## src/rtl/useq_pkg.sv

```systemverilog
package useq_pkg;

  localparam int NS_W = 2;
  localparam int CS_W = 2;

  localparam logic [NS_W-1:0] NS_SEQ  = 2'd0;
  localparam logic [NS_W-1:0] NS_JUMP = 2'd1;
  localparam logic [NS_W-1:0] NS_COND = 2'd2;
  localparam logic [NS_W-1:0] NS_MAP  = 2'd3;

  typedef struct packed {
    logic advance;
    logic loadSeq;
    logic loadAddr;
    logic loadMap;
  } useq_strobe_t;

endpackage

```

## src/rtl/useq_rom.sv

```systemverilog
module useq_rom
  import useq_pkg::*;
#(
  parameter int ADDR_W = 6,
  parameter int CTRL_W = 8,
  localparam int WORD_W = CTRL_W + CS_W + NS_W + ADDR_W,
  localparam int DEPTH  = 1 << ADDR_W
) (
  input  logic [ADDR_W-1:0] rdAddr,
  output logic [WORD_W-1:0] rdWord
);

  function automatic logic [WORD_W-1:0] buildWord(input int idx);
    logic [ADDR_W-1:0] ad;
    logic [CTRL_W-1:0] ctl;
    logic [CS_W-1:0]   cs;
    logic [NS_W-1:0]   ns;
    logic [ADDR_W-1:0] af;
    ad  = ADDR_W'(idx);
    ctl = CTRL_W'({~ad[1:0], ad});
    cs  = '0;
    ns  = NS_SEQ;
    af  = ~ad;
    if (idx == 0) begin
      ns = NS_SEQ;
    end else if (idx == 1) begin
      ns = NS_MAP;
    end else begin
      case (ad[1:0])
        2'd1: begin
          ns = NS_COND;
          cs = ad[3:2];
          af = '0;
        end
        2'd3: begin
          ns = NS_JUMP;
          af = '0;
        end
        default: ns = NS_SEQ;
      endcase
    end
    return {ctl, cs, ns, af};
  endfunction

  logic [WORD_W-1:0] store [DEPTH];

  for (genvar gi = 0; gi < DEPTH; gi++) begin : g_word
    assign store[gi] = buildWord(gi);
  end

  assign rdWord = store[rdAddr];

endmodule

```

## src/rtl/useq_ctrl.sv

```systemverilog
module useq_ctrl
  import useq_pkg::*;
#(
  parameter int NCOND = 4
) (
  input  logic               running,
  input  logic               start,
  input  logic [NS_W-1:0]    nextSel,
  input  logic [CS_W-1:0]    condSel,
  input  logic [NCOND-2:0]   condFlags,
  output useq_strobe_t       strobe
);

  logic [NCOND-1:0] condVec;
  logic             condHit;
  logic             advance;
  logic             takeAddr;
  logic             takeMap;

  assign condVec  = {condFlags, 1'b1};
  assign condHit  = condVec[condSel];
  assign advance  = running | start;
  assign takeAddr = (nextSel == NS_JUMP) || ((nextSel == NS_COND) && condHit);
  assign takeMap  = (nextSel == NS_MAP);

  always_comb begin
    strobe          = '0;
    strobe.advance  = advance;
    strobe.loadAddr = advance & takeAddr;
    strobe.loadMap  = advance & takeMap;
    strobe.loadSeq  = advance & ~takeAddr & ~takeMap;
  end

endmodule

```

## src/rtl/useq_datapath.sv

```systemverilog
module useq_datapath
  import useq_pkg::*;
#(
  parameter int OP_W   = 4,
  parameter int SLOT_W = 2,
  localparam int ADDR_W = OP_W + SLOT_W
) (
  input  logic              clk,
  input  logic              rst,
  input  useq_strobe_t      strobe,
  input  logic [OP_W-1:0]   opcode,
  input  logic [ADDR_W-1:0] addrField,
  output logic [ADDR_W-1:0] carQ,
  output logic              running
);

  logic [ADDR_W-1:0] upcQ;
  logic [ADDR_W-1:0] mapAddr;
  logic [ADDR_W-1:0] loadTarget;

  assign mapAddr    = {opcode, {SLOT_W{1'b0}}};
  assign loadTarget = strobe.loadMap ? mapAddr : addrField;

  always_ff @(posedge clk) begin
    if (rst) begin
      carQ    <= '0;
      upcQ    <= ADDR_W'(1);
      running <= 1'b0;
    end else if (strobe.advance) begin
      running <= 1'b1;
      if (strobe.loadSeq) begin
        carQ <= upcQ;
        upcQ <= upcQ + ADDR_W'(1);
      end else begin
        carQ <= loadTarget;
        upcQ <= loadTarget + ADDR_W'(1);
      end
    end
  end

endmodule

```

## src/rtl/useq_sequencer.sv

```systemverilog
module useq_sequencer
  import useq_pkg::*;
#(
  parameter int OP_W   = 4,
  parameter int SLOT_W = 2,
  parameter int CTRL_W = 8,
  parameter int NCOND  = 4,
  localparam int ADDR_W = OP_W + SLOT_W,
  localparam int WORD_W = CTRL_W + CS_W + NS_W + ADDR_W
) (
  input  logic              clk,
  input  logic              rst,
  input  logic              start,
  input  logic [OP_W-1:0]   opcode,
  input  logic [NCOND-2:0]  condFlags,
  output logic [CTRL_W-1:0] ctrlField,
  output logic [ADDR_W-1:0] curAddr
);

  logic [WORD_W-1:0] word;
  logic [ADDR_W-1:0] addrField;
  logic [NS_W-1:0]   nextSel;
  logic [CS_W-1:0]   condSel;
  logic              running;
  useq_strobe_t      strobe;

  assign addrField = word[ADDR_W-1:0];
  assign nextSel   = word[ADDR_W +: NS_W];
  assign condSel   = word[ADDR_W+NS_W +: CS_W];
  assign ctrlField = word[WORD_W-1 -: CTRL_W];

  useq_rom #(.ADDR_W(ADDR_W), .CTRL_W(CTRL_W)) rom_i (
    .rdAddr(curAddr),
    .rdWord(word)
  );

  useq_ctrl #(.NCOND(NCOND)) ctrl_i (
    .running  (running),
    .start    (start),
    .nextSel  (nextSel),
    .condSel  (condSel),
    .condFlags(condFlags),
    .strobe   (strobe)
  );

  useq_datapath #(.OP_W(OP_W), .SLOT_W(SLOT_W)) dp_i (
    .clk      (clk),
    .rst      (rst),
    .strobe   (strobe),
    .opcode   (opcode),
    .addrField(addrField),
    .carQ     (curAddr),
    .running  (running)
  );

endmodule

```

## config.mk

```make
export PLATFORM = sky130hd
export DESIGN_NAME = useq_sequencer
export DESIGN_NICKNAME = d
export VERILOG_FILES = /design/src/rtl/useq_pkg.sv /design/src/rtl/useq_rom.sv /design/src/rtl/useq_ctrl.sv /design/src/rtl/useq_datapath.sv /design/src/rtl/useq_sequencer.sv
export SDC_FILE = /design/constraint.sdc
export NUM_CORES = 1
export LEC_CHECK = 0
export BUFFER_PORTS_ARGS = -buffer_cell sky130_fd_sc_hd__buf_2
export CORE_AREA = 5 5 54 56
export CTS_CLUSTER_DIAMETER = 30
export DETAILED_ROUTE_END_ITERATION = 8
export DIE_AREA = 0 0 59 61
export GPL_TIMING_DRIVEN = 0
export SLEW_MARGIN = 10
export SYNTH_ARGS = -nofsm -noshare
export SYNTH_HDL_FRONTEND = slang
export SYNTH_HIERARCHICAL = 1
export SYNTH_SLANG_ARGS = --single-unit
```

## constraint.sdc

```tcl
create_clock -name clk -period 3.14 [get_ports clk]
set_input_delay 0.157 -clock clk [delete_from_list [all_inputs] [get_ports clk]]
set_output_delay 0.157 -clock clk [all_outputs]
set_load 0.05 [all_outputs]
```

==> impl_metrics.ini <==
[sta]
skew_ps = 5.75
tns_ps = 0
rsz0062_at_grt = false
tightest_slew_ps = 533
relSlewSlack_pct = 64.4
fmax_mhz = 351
period_needed_ps = 2850
hold_ws_ps = 102
final.period_utilization_pct = 90.7
final_hold_viol_count = 0
setup_viol = 0
finalMaxSlewViolations = 0

[detailed_routing]
vias_per_cell = 5.25
drt-total-wl_um = 2250
wl_per_cell_um = 13.6
vias = 872
first_pass_iters = 4
drt_iter0_drc = 30
ant_nets = 0
drc = 0

[grt]
grt_pass1_wl_um = 3620
grt_max_degree = 11
antenna_found_initial = 0
grt_pass1_vias = 773
grt_use_total_pct = 13.5
overflow = 0

[worst_setup_path]
worstPathArrival_ps = 3040
rr_worst_depth = 9
critPathSlowestCell = dfxtp_1
cp.depth = 9
path_cells = nor2b_1 -> and2_2 -> mux2i_1 -> a211oi_1 -> nor3_4 -> nand3b_1 -> o22a_4 -> or4_4 -> a311oi_2
cp_data_required_time_ps = 3330
path_buf_inv = 0
cp-end-kind = flop
crit_family = simple AND/OR/NAND/NOR gates
cp_max_fo = 10
max_stage_delay_ps = 520
worst_setup_path_start_kind = flop
setup.worst_path.start = dp_i/carQ[0]
criticalPathCategory = flop to flop
worstReg2RegStart = dp_i/carQ[0]

[run]
timing.max_cap.violations = 0

[floorplanning]
fp.dieH_um = 61
die_w_um = 59
dieArea_um2 = 3600
fp-row-count = 18
io_pins = 24
initial_core_util_pct = 37.4
core_area_um2 = 2390

[cells_and_area]
nets = 147
area_delta_synth_final_pct = 21.3
layout_commonest_cell = buf_2
diodes = 0
drive_above_1_share_pct = 33.1
layout_common_cells = 24 x buf_2, 13 x dfxtp_1, 11 x nor2_1
design_area_um2 = 1080
post-route-util_pct = 45.4

[power]
p_switching_mw = 0.480
p_leak_nw = 0.482
p_sw_share_pct = 49.7
power_frac_clock_pct = 10.7
pwr-share-comb_pct = 61.5
internal_power_mw = 0.487
seq_power_share_pct = 27.8
ir_worst_vdd_mv = 0.359
powerDensity_nw_per_um2 = 893

[worst_hold_path]
hp-start = rst
worstHoldPathCells = 2
hp-class = primary input to flop

[yosys]
synthesis.nets = 119
synthCells = 109
synth_area_um2 = 893
syn_area_per_cell_um2 = 8.20
yosysWarnings = 6

[place]
dpl_cell_area_um2 = 1050
gp_congestion = 0.771
post-dp-hpwl_um = 1610
portBuffers = 23

[cts]
worst_skew_pair.late_latency_ps = 270
tritoncts = done
root_buffer = clkbuf_4
clock-sinks = 13
cts_max_level = 1
numCtsBuffers = 3
clockBufferDepth = 2
cts_hold_buf = 0
cts_setup_buffers = 0
path_clk_slew_ps = 80

[outcome]
status = finished clean
[worst reg2reg max path, stage by stage, from the launching register on]
cell and delay (ps):
dfxtp_1 520, nor2b_1 280, and2_2 190, mux2i_1 70, a211oi_1 380, nor3_4 120
nand3b_1 190, o22a_4 260, or4_4 510, a311oi_2 230
[state kept, by name, summed over array words and instances, names as in the netlist]
signal	cells
dp_i/running	1
dp_i/upcQ	6
dp_i/carQ	6
[power groups by stage]
stage	Combinational, mW	Sequential (mW)	Clock (mW)
finish	0.594	0.269	0.104
global route	0.642	0.281	0.117
CTS	0.589	0.269	0.110
detailed placement	0.582	0.273	0
global placement	0.576	0.270	0
floorplan	0.419	0.325	0
[per-stage QoR]
stage	cells	total power [mW]	setup WS, ps
after floorplan	109	0.744	120
after CTS	166	0.969	272
after detailed placement	162	0.855	9.51
final	166	0.967	291
after global routing	166	1.04	133
after global placement	162	0.846	69.6
[worst paths after layout]
path | to | slack (ps)
max | dp_i/upcQ[5] | 290
max reg2reg | dp_i/upcQ[5] | 290
min | dp_i/upcQ[4] | 100
min reg2reg | dp_i/running | 470
[repair_timing]
action                     in CTS  in global routing
hold endpoints to repair        0                  0
gates resized for setup         1                  1
setup endpoints to repair       1                  1
[layer usage]
metal | global-route usage [%] | wire length (µm) | vias up
li1 | - | - | 443
met1 | 17.6 | 1020 | 404
met2 | 21.0 | 1070 | 23
met3 | 1.49 | 128 | 2
met4 | 8.74 | 34 | 0
met5 | 0 | 0 | -
[cell type report]
class	instances	area (µm²)
plain buffers	13	87.6
clock buffers	4	26.3
fillers	262	1300
inverters	8	30.0
multi-input cells	75	527
flip-flops and latches	13	260
well taps	30	37.5
repair buffers	23	115
No activity file was read; power rests on OpenSTA's default activity.
